File: src/rtl/hz_pkg.sv
package hz_pkg;
  localparam int RA_W  = 5;
  localparam int TAG_W = 8;
  localparam int NSRC  = 2;

  typedef struct packed {
    logic             valid;
    logic             reg_we;
    logic             mem_rd;
    logic             mem_wr;
    logic             branch;
    logic             use1;
    logic             use2;
    logic [RA_W-1:0]  rs1;
    logic [RA_W-1:0]  rs2;
    logic [RA_W-1:0]  rd;
    logic [TAG_W-1:0] tag;
  } stage_t;

  function automatic stage_t make_bubble(input stage_t s);
    stage_t b;
    b        = s;
    b.valid  = 1'b0;
    b.reg_we = 1'b0;
    b.mem_rd = 1'b0;
    b.mem_wr = 1'b0;
    b.branch = 1'b0;
    b.use1   = 1'b0;
    b.use2   = 1'b0;
    return b;
  endfunction
endpackage

File: src/rtl/hz_dep_match.sv
module hz_dep_match
  import hz_pkg::*;
(
  input  logic [RA_W-1:0] src,
  input  logic            src_use,
  input  logic            prod_valid,
  input  logic            prod_we,
  input  logic [RA_W-1:0] prod_rd,
  output logic            hit
);
  logic src_nonzero;

  always_comb begin
    src_nonzero = |src;
    hit = src_use && src_nonzero && prod_valid && prod_we && (src == prod_rd);
  end
endmodule

File: src/rtl/hz_hazard_unit.sv
module hz_hazard_unit
  import hz_pkg::*;
(
  input  logic   fwd_en,
  input  stage_t ifid,
  input  stage_t idex,
  input  stage_t exmem,
  input  logic   ex_br_taken,
  output logic   pc_we,
  output logic   ifid_hold,
  output logic   ifid_clear,
  output logic   idex_bubble,
  output logic   redirect
);
  logic [RA_W-1:0] src_a [NSRC];
  logic            use_a [NSRC];
  logic [NSRC-1:0] hit_ex;
  logic [NSRC-1:0] hit_mem;
  logic            raw_ex, raw_mem, load_use, stall_req, flush, stall;

  always_comb begin
    src_a[0] = ifid.rs1;
    src_a[1] = ifid.rs2;
    use_a[0] = ifid.use1;
    use_a[1] = ifid.use2;
  end

  for (genvar s = 0; s < NSRC; s++) begin : g_src
    hz_dep_match u_ex (
      .src        (src_a[s]),
      .src_use    (use_a[s]),
      .prod_valid (idex.valid),
      .prod_we    (idex.reg_we),
      .prod_rd    (idex.rd),
      .hit        (hit_ex[s])
    );
    hz_dep_match u_mem (
      .src        (src_a[s]),
      .src_use    (use_a[s]),
      .prod_valid (exmem.valid),
      .prod_we    (exmem.reg_we),
      .prod_rd    (exmem.rd),
      .hit        (hit_mem[s])
    );
  end

  always_comb begin
    raw_ex    = |hit_ex;
    raw_mem   = |hit_mem;
    load_use  = raw_ex && idex.mem_rd;
    stall_req = ifid.valid && (fwd_en ? load_use : (raw_ex || raw_mem));
    flush     = idex.valid && idex.branch && ex_br_taken;
    stall     = stall_req && !flush;
    pc_we       = !stall;
    ifid_hold   = stall;
    ifid_clear  = flush;
    idex_bubble = stall || flush;
    redirect    = flush;
  end
endmodule

File: src/rtl/hz_pipe_regs.sv
module hz_pipe_regs
  import hz_pkg::*;
#(
  parameter int PC_W = 8
)(
  input  logic            clk,
  input  logic            rst_n,
  input  stage_t          fetch,
  input  logic            pc_we,
  input  logic            ifid_hold,
  input  logic            ifid_clear,
  input  logic            idex_bubble,
  input  logic            redirect,
  input  logic [PC_W-1:0] target,
  output logic [PC_W-1:0] pc,
  output stage_t          ifid,
  output stage_t          idex,
  output stage_t          exmem,
  output stage_t          memwb
);
  localparam stage_t EMPTY = '0;

  logic [PC_W-1:0] pc_nxt;
  stage_t          ifid_nxt, idex_nxt;
  logic            ifid_en;

  always_comb begin
    pc_nxt   = redirect ? target : pc + PC_W'(1);
    ifid_en  = !ifid_hold;
    ifid_nxt = ifid_clear ? make_bubble(fetch) : fetch;
    idex_nxt = idex_bubble ? make_bubble(ifid) : ifid;
  end

  always_ff @(posedge clk or negedge rst_n) begin
    if (!rst_n) begin
      pc    <= '0;
      ifid  <= EMPTY;
      idex  <= EMPTY;
      exmem <= EMPTY;
      memwb <= EMPTY;
    end else begin
      if (pc_we)   pc   <= pc_nxt;
      if (ifid_en) ifid <= ifid_nxt;
      idex  <= idex_nxt;
      exmem <= idex;
      memwb <= exmem;
    end
  end
endmodule

File: src/rtl/hazard_ctrl.sv
module hazard_ctrl
  import hz_pkg::*;
#(
  parameter int PC_W = 8
)(
  input  logic             clk,
  input  logic             rst_n,
  input  logic             fwd_en,
  input  logic [4:0]       if_rs1,
  input  logic [4:0]       if_rs2,
  input  logic [4:0]       if_rd,
  input  logic             if_use1,
  input  logic             if_use2,
  input  logic             if_reg_we,
  input  logic             if_mem_rd,
  input  logic             if_mem_wr,
  input  logic             if_branch,
  input  logic             ex_br_taken,
  input  logic [PC_W-1:0]  ex_br_target,
  output logic [PC_W-1:0]  pc,
  output logic             pc_we,
  output logic             ifid_hold,
  output logic             ifid_clear,
  output logic             idex_bubble,
  output logic             ex_valid,
  output logic [7:0]       ex_tag,
  output logic             wb_valid,
  output logic [7:0]       wb_tag,
  output logic [4:0]       wb_rd,
  output logic             wb_reg_we
);
  stage_t fetch_s, ifid_q, idex_q, exmem_q, memwb_q;
  logic   redirect;

  always_comb begin
    fetch_s        = '0;
    fetch_s.valid  = 1'b1;
    fetch_s.reg_we = if_reg_we;
    fetch_s.mem_rd = if_mem_rd;
    fetch_s.mem_wr = if_mem_wr;
    fetch_s.branch = if_branch;
    fetch_s.use1   = if_use1;
    fetch_s.use2   = if_use2;
    fetch_s.rs1    = if_rs1;
    fetch_s.rs2    = if_rs2;
    fetch_s.rd     = if_rd;
    fetch_s.tag    = TAG_W'(pc);
  end

  hz_hazard_unit u_haz (
    .fwd_en      (fwd_en),
    .ifid        (ifid_q),
    .idex        (idex_q),
    .exmem       (exmem_q),
    .ex_br_taken (ex_br_taken),
    .pc_we       (pc_we),
    .ifid_hold   (ifid_hold),
    .ifid_clear  (ifid_clear),
    .idex_bubble (idex_bubble),
    .redirect    (redirect)
  );

  hz_pipe_regs #(.PC_W(PC_W)) u_regs (
    .clk         (clk),
    .rst_n       (rst_n),
    .fetch       (fetch_s),
    .pc_we       (pc_we),
    .ifid_hold   (ifid_hold),
    .ifid_clear  (ifid_clear),
    .idex_bubble (idex_bubble),
    .redirect    (redirect),
    .target      (ex_br_target),
    .pc          (pc),
    .ifid        (ifid_q),
    .idex        (idex_q),
    .exmem       (exmem_q),
    .memwb       (memwb_q)
  );

  always_comb begin
    ex_valid  = idex_q.valid;
    ex_tag    = idex_q.tag;
    wb_valid  = memwb_q.valid;
    wb_tag    = memwb_q.tag;
    wb_rd     = memwb_q.rd;
    wb_reg_we = memwb_q.reg_we;
  end
endmodule

File: config.mk
export PLATFORM = sky130hd
export DESIGN_NAME = hazard_ctrl
export DESIGN_NICKNAME = d
export VERILOG_FILES = /design/src/rtl/hz_pkg.sv /design/src/rtl/hz_dep_match.sv /design/src/rtl/hz_hazard_unit.sv /design/src/rtl/hz_pipe_regs.sv /design/src/rtl/hazard_ctrl.sv
export SDC_FILE = /design/constraint.sdc
export NUM_CORES = 1
export LEC_CHECK = 0
export ABC_AREA = 1
export ABC_CLOCK_PERIOD_IN_PS = 3600
export BUFFER_PORTS_ARGS = -buffer_cell sky130_fd_sc_hd__buf_2
export CORE_ASPECT_RATIO = 1.4
export CORE_MARGIN = 2
export CORE_UTILIZATION = 49
export CTS_BUF_LIST = sky130_fd_sc_hd__clkbuf_16
export CTS_CLUSTER_SIZE = 24
export DETAILED_ROUTE_END_ITERATION = 8
export PLACE_DENSITY = 0.72
export SYNTH_ARGS = -nofsm -noshare
export SYNTH_HDL_FRONTEND = slang
export SYNTH_SLANG_ARGS = --single-unit
File: constraint.sdc
create_clock -name clk -period 3.6 [get_ports clk]
set_clock_uncertainty 0.05 [all_clocks]
set_input_delay 0.36 -clock clk [delete_from_list [all_inputs] [get_ports clk]]
set_output_delay 0.36 -clock clk [all_outputs]
set_load 0.02 [all_outputs]
Yosys cells after proc, flatten, opt, wreduce, memory -nomap -nowiden. Cells that the tools add are included.

Word-level logic and storage cells: 62. Input port bits: 33. Output and inout port bits: 36. Bits in registers: 85.

Add/subtract/negate cells: 1. Multiplexer cells: 4. Reductions and logical operators: 27. Equality and inequality tests: 4.

Operator list (count): $mux 30 (2); $eq 5x5->1 (4); $logic_and 1x1->1 (19); $reduce_or 5->1 (2); $add 8x1->8 const B (1); $mux 8 (1); $reduce_or 2->1 (2); $logic_not 1->1 (2); $logic_or 1x1->1 (2); $mux 1 (1).

Logic depth before layout (Yosys ltp). Gate-level depths: netlist of run 1.

Word-level depth: 12. Depth in mapped cells: 14. Gate-level depth less buffers: 13.

Hierarchy. A second synthesis of run 1 with hierarchy kept.

Cell total of the unflattened synthesis: 464. Area total of the unflattened synthesis: 4695.8 um2.

Modules (own cells, without submodules): hz_pipe_regs (times used 1, cells each 327, area each 4142.7 um2, sequential area each 3203.1 um2); hz_dep_match (times used 4, cells each 30, area each 117.6 um2, sequential area each 0.0 um2); hz_hazard_unit (times used 1, cells each 16, area each 78.8 um2, sequential area each 0.0 um2); hazard_ctrl (times used 1, cells each 1, area each 3.8 um2, sequential area each 0.0 um2).

Worst setup path before layout of run 1. No wires, ideal clock.

Path type: reg2out. From: reg, netlist name u_regs.ifid[13]. To: out ifid_hold. Buffers on the path: 1. Required time: 3.190 ns. Arrival time: 1.368 ns. Path slack: 1.822 ns. Cell stages (with the launch flop): 11. Cell sequence: dfrtp_1 > xnor2_1 > nand2_1 > nor2_1 > nand3_1 > nand2_1 > nand2_1 > nand2_4 > nand3_4 > buf_2 > inv_2.

Cells in the longest elaborated chain, start to end: 10. Elaborated cells on any way between the ends: 17. Classes of those cells: 2 x eq/ne; 1 x mux; 14 x reduce/logical.

Ends and longest elaborated chain: $reduce_or 5->1 (line hz_dep_match.sv:14) `src_nonzero = |src;`; $logic_and 1x1->1 (4 in a row) (line hz_dep_match.sv:15) `hit = src_use && src_nonzero && prod_valid && prod_we && (src == prod_rd);`; $reduce_or 2->1 (on tied branches) (line hz_hazard_unit.sv:48, hz_hazard_unit.sv:49); $logic_or 1x1->1 / $logic_and 1x1->1 (equally long branches) (line hz_hazard_unit.sv:51, hz_hazard_unit.sv:50); $mux 1 * (line hz_hazard_unit.sv:51) `stall_req = ifid.valid && (fwd_en ? load_use : (raw_ex || raw_mem));`; $logic_and 1x1->1 * (line hz_hazard_unit.sv:51); $logic_and 1x1->1 * (line hz_hazard_unit.sv:53) `stall = stall_req && !flush;`; end, declared (line hazard_ctrl.sv:22) `output logic ifid_hold,`.

Every way passes the cells marked *; elsewhere a longest branch is shown, timed or not.

Worst setup path after layout of run 1.
From: reg, netlist name u_regs.ifid[15]. To: out pc_we.

Cells in the longest elaborated chain, start to end: 11. Elaborated cells on any way between the ends: 18. Classes of those cells: 2 x eq/ne; 1 x mux; 15 x reduce/logical.

Ends and longest elaborated chain: $reduce_or 5->1 (line hz_dep_match.sv:14); $logic_and 1x1->1 (4 in a row) (line hz_dep_match.sv:15); $reduce_or 2->1 (on tied branches) (line hz_hazard_unit.sv:48, hz_hazard_unit.sv:49); $logic_or 1x1->1 / $logic_and 1x1->1 (equally long branches) (line hz_hazard_unit.sv:51, hz_hazard_unit.sv:50); $mux 1 * (line hz_hazard_unit.sv:51); $logic_and 1x1->1 * (line hz_hazard_unit.sv:51); $logic_and 1x1->1 * (line hz_hazard_unit.sv:53); $logic_not 1->1 *; end, declared (line hazard_ctrl.sv:21) `output logic pc_we,`.

Marked as above.

==> out/qor.txt, run 1 <==
area grow syn2layout -> 13.9%
H-tree levels -> 3
post-synth top area cell -> dfrtp_1
Avg Cell Area, Syn -> 10.1 sq um
drt drc -> 0
status -> complete, no violations
Worst Path Arrival -> 2.53 ns
synth unique cells -> 23
total track usage -> 0.191
Worst path most repeated cell -> nand2_1
setup violators final -> 0
number of antenna violations at the first check in global routing -> 0
Routed WL -> 6630 microns
leakage power total -> 2.05 nW
die width -> 75.2 microns
Final TNS setup -> 0 ns
Pwr Total -> 2.79 mW
register area share after synthesis -> 0.604
IO Port Bufs -> 67
CP required -> 3.19 ns
number of synthesized flops with an enable pin -> 0
Fill cells -> 647
min Tclk post-route -> 2.94 ns
Slew Viols, Final -> 0
DP Wirelength -> 4220 microns
first-pass GRT wire length -> 11,200 microns
Rel. slew slack -> 0.323
Crit. End Element -> output pin
most frequent cells after synthesis -> nand2_1 (105), dfrtp_1 (84), nand4_1 (36)
CTS buffer count -> 9
io pins -> 69
TritonCTS clock tree -> built
crit path cell chain -> xor2_1 -> nor2_1 -> nand3_1 -> nand2_1 -> nand2_1 -> nand2_4 -> nand3_4 -> buf_2
most frequent cell after synthesis -> nand2_1
MaxCap Viol Count -> 0
slowest stage delay, CP -> 0.45 ns
Worst-Margin Slew -> 1.02 ns
Clock Path Buffers -> 2
vias per cell -> 4.99
Util after Layout -> 0.571
Synth top area share -> 0.604
RePlAce Congestion -> 0.928
Final Hold Fails -> 0
Clk Latency, worst-skew pair -> 0.34 ns
layout cell share with drive strength beyond 1 -> 0.224
top_reg_cell synth -> dfrtp_1
Vert. Die Dim -> 104 microns
largest net degree at the start of global routing -> 85
Initial Util -> 0.501
Async S/R FF share, synth -> 1.00
Core Rows -> 36
Yosys warnings -> 0
Iter 0 DRT Violations -> 218
crit-path max FO -> 38
top cells by area, synth -> dfrtp_1 (60%), nand2_1 (11%), nand4_1 (6.5%)
Syn Nets -> 380
clk sinks -> 84
# hold bufs at CTS -> 0
Final period util -> 0.816
Setup Buffers After CTS -> 0
cells after synthesis -> 346
Reg2Reg Depth -> 9
Critical Path Start Type -> flip-flop
Worst Hold Class -> primary input to async pin
Antenna diodes -> 0
post-cts sizing count -> 0
root buffer cell -> clkbuf_16
Reg clk slew, reported paths -> 0.06 ns
fin nets -> 427
Detailed Routing Iterations Pass 1 -> 4
Synth Cell Area -> 3480 sq um
pwr/cell area -> 705 nW/um^2
vias -> 2,457
Die Area -> 7800 sq um
number of synthesized register bits -> 84
critical setup path kind -> flip-flop to output pin
Max Freq -> 340 MHz
CORE AREA -> 6940 sq um
slowest CP cell -> dfrtp_1
peak supply drop -> 416 uV
DRT antenna net count -> 0
grt ovf -> 0
average wire per standard cell -> 13.5 microns
RSZ-0062 raised after global routing -> false
number of global-route vias before repair -> 2,354
==> worst paths after layout <==
| check | start | to | slack, ns |
|---|---|---|---|
| max | u_regs.ifid[15] | pc_we | 0.66 |
| min | rst_n | u_regs.pc[1] | 0.15 |
| max reg2reg | u_regs.ifid[15] | u_regs.ifid[7] | 1.31 |
| min reg2reg | u_regs.exmem[4] | u_regs.memwb[4] | 0.30 |
| max in group asynchronous | rst_n | u_regs.memwb[29] | 2.70 |
| min in group clk | if_rs1[0] | u_regs.ifid[18] | 0.17 |
==> through the flow <==
step,instance area (sq um),hold slack [ns],worst slack [ns],instances
2_1_floorplan,3480,0.0144,1.82,346
3_3_place_gp,3710,0.282,1.06,477
3_5_place_dp,3710,0.286,1.00,477
4_1_cts,3960,0.157,0.634,492
5_1_grt,3960,0.164,0.459,492
6_report,3960,0.145,0.662,492
==> layout by cell type (no fill, tap or decap), drive strengths merged <==
cell    netlist  routed
o22ai         1       1
clkinv        1       5
nand3        16      16
dfrtp        84      84
inv          19      21
nand4        36      36
ha            1       1
nor3b         1       1
xor2          8       8
o21ai         7       7
clkbuf        6       9
a21oi         2       2
buf          27      69
nor2         16      16
nand2       109     109
xnor2        12      12
==> cells by family after synthesis <==
kind of cell,Yosys count,synth area share
compound gates,10,0.0147
xor+xnor,20,0.0504
fa+ha+maj,1,0.00360
buf+inv,53,0.0914
flops,84,0.604
simple gates,178,0.236
==> critical path: cells and delay by family (launching register included) <==
kind,cells,cell delay (ns)
AND/OR/NAND/NOR,6,1.22
buffers and inverters,1,0.32
XOR/XNOR,1,0.19
flip-flops,1,0.45
==> state kept, by name, summed over array words and instances (netlist names) <==
| register | flops |
|---|---|
| u_regs.ifid | 29 |
| u_regs.idex | 17 |
| u_regs.exmem | 15 |
| u_regs.memwb | 15 |
| u_regs.pc | 8 |
==> report_power, final <==
part	switching [mW]	internal, mW	total, mW
sequential	0.168	1.20	1.37
combinational	0.410	0.226	0.636
clock	0.340	0.450	0.790
==> layer usage <==
layer | vias up | GRT usage | share of wire
li1 | 1194 | - | -
met1 | 1189 | 0.252 | 0.44
met2 | 64 | 0.293 | 0.49
met3 | 10 | 0.0603 | 0.046
met4 | 0 | 0.0689 | 0.018
met5 | - | 0 | 0
==> area by class of cell <==
cell class,instances,area (sq um),share of cell area
clock buffer,9,225,0.0568
clock inverter,6,25.0,0.00632
inverter,20,75.1,0.0189
multi-input combinational,209,1060,0.268
sequential,84,2100,0.530
tap,95,119,0.0300
timing repair buffer,69,353,0.0890
No activity file was read; power rests on OpenSTA's default activity.
==> run 2: changes to the inputs <==
ABC_CLOCK_PERIOD_IN_PS = 2500   (was 3600)
PLACE_DENSITY = 0.75   (was 0.72)
clock period = 2.5 ns   (was 3.6 ns; I/O delays follow)
==> out/qor.txt, run 2 (same netlist as run 1, synthesis figures left out) <==
Final Non-Filler Cells -> 500
Placed Instances -> 481
Worst-Margin Slew -> 0.518 ns
H-tree levels -> 3
drt drc -> 0
grt ovf -> 0
Final Hold Fails -> 0
RSZ-0062 raised after global routing -> false
IO Port Bufs -> 67
number of global-route vias before repair -> 2,398
clk sinks -> 84
most frequent cells in the layout -> nand2_1 (105), dfrtp_1 (84), buf_2 (66), nand4_1 (36), inv_1 (18)
Crit Reg-Reg Startpoint -> u_regs.ifid[13]
MaxCap Viol Count -> 0
Reg clk slew, reported paths -> 0.06 ns
DP Wirelength -> 4600 microns
most common cell after layout, fill and taps aside -> nand2_1
largest net degree at the start of global routing -> 45
top flop regs -> u_regs.ifid: 29 flops, u_regs.idex: 17 flops
min Tclk post-route -> 2.34 ns
Clk Latency, worst-skew pair -> 0.34 ns
Slew Viols, Final -> 0
Util after Layout -> 0.584
reg2reg end -> u_regs.ifid[0]
Worst Hold Path EP -> u_regs.ifid[17]
status -> complete, no violations
CTS buffer count -> 9
Final period util -> 0.936
Crit. End Element -> output pin
pwr/cell area -> 1010 nW/um^2
CP required -> 2.20 ns
pre-CTS WS -> 0.360 ns
Iter 0 DRT Violations -> 295
Routed WL -> 7030 microns
setup violators final -> 0
Fill cells -> 616
Initial Util -> 0.501
final worst setup slack -> 0.159 ns
vias per cell -> 5.04
Reg2Reg Depth -> 12
max reg flops -> 29
leakage power total -> 2.09 nW
peak supply drop -> 430 uV
Core Rows -> 36
Worst Hold Class -> primary input to flip-flop
crit-path max FO -> 20
io pins -> 69
Hold Path Origin -> if_rs2[4]
TritonCTS clock tree -> built
number of antenna violations at the first check in global routing -> 0
average wire per standard cell -> 14.1 microns
Final TNS setup -> 0 ns
layout cell share with drive strength beyond 1 -> 0.240
Antenna diodes -> 0
Detailed Routing Iterations Pass 1 -> 4
Rel. slew slack -> 0.655
area grow syn2layout -> 16.4%
root buffer cell -> clkbuf_16
CORE AREA -> 6940 sq um
hold depth -> 3
RePlAce Congestion -> 0.901
total track usage -> 0.195
critical setup path kind -> flip-flop to output pin
Critical Path Start Type -> flip-flop
Clock Path Buffers -> 2
fin nets -> 434
die width -> 75.2 microns
Reg with most FFs -> u_regs.ifid
vias -> 2,519
Vert. Die Dim -> 104 microns
Max Freq -> 427 MHz
Die Area -> 7800 sq um
flop2flop setup slack -> 0.37 ns
first-pass GRT wire length -> 11,500 microns
Worst Path Arrival -> 2.04 ns
DRT antenna net count -> 0
[run 2: area by class of cell]
type                       count  area, sq um  area share
timing repair buffer          76          420       0.104
clock buffer                   9          225      0.0556
multi-input combinational    209         1070       0.265
inverter                      20         75.1      0.0185
tap                           95          119      0.0294
sequential                    84         2100       0.519
clock inverter                 7         35.0     0.00865
[run 2: worst max path at each step]
stage                               start             end  slack (ns)
after detailed placement  u_regs.ifid[13]  u_regs.ifid[2]        0.36
after CTS                 u_regs.ifid[13]           pc_we        0.01
after global routing      u_regs.ifid[21]     idex_bubble        0.02
final                     u_regs.ifid[13]     idex_bubble        0.16
after floorplan           u_regs.ifid[13]       ifid_hold        0.83
after global placement    u_regs.ifid[13]    u_regs.pc[2]        0.45
[run 2: report_power, final]
| part | internal, mW | switching (mW) |
|---|---|---|
| registers | 1.73 | 0.248 |
| logic | 0.333 | 0.607 |
| clock network | 0.657 | 0.503 |
[run 2: timing repair]
action | CTS | global route
buffers inserted | 0 | 2
endpoints found under the hold margin | 40 | 0
gates resized for setup | 0 | 1
endpoints found under the setup margin | 0 | 3
hold buffers | 1 | 0
[run 2: critical path: stages, from the launching register on]
cell	delay, ns
dfrtp_1	0.45
xnor2_1	0.20
nand2_1	0.08
nor2_1	0.11
nand3_1	0.08
nand2_1	0.09
nand2_1	0.13
nand2_8	0.18
nand2_4	0.11
nand2_2	0.10
buf_2	0.17
[run 2: routing by layer]
metal | global-route usage | wire [microns] | up-vias
li1 | - | - | 1212
met3 | 0.0525 | 439 | 10
met1 | 0.267 | 2950 | 1208
met4 | 0.0815 | 137 | 0
met2 | 0.291 | 3500 | 89
met5 | 0 | 0 | -
[run 2: stage by stage]
stage               hold slack (ns)  cell area [sq um]  total power, mW
detailed placement            0.209               3750             2.94
global route                 0.0591               4050             4.31
floorplan                   -0.0956               3480             2.73
global placement              0.200               3750             2.90
CTS                          0.0555               4030             4.11
finish                       0.0607               4050             4.08
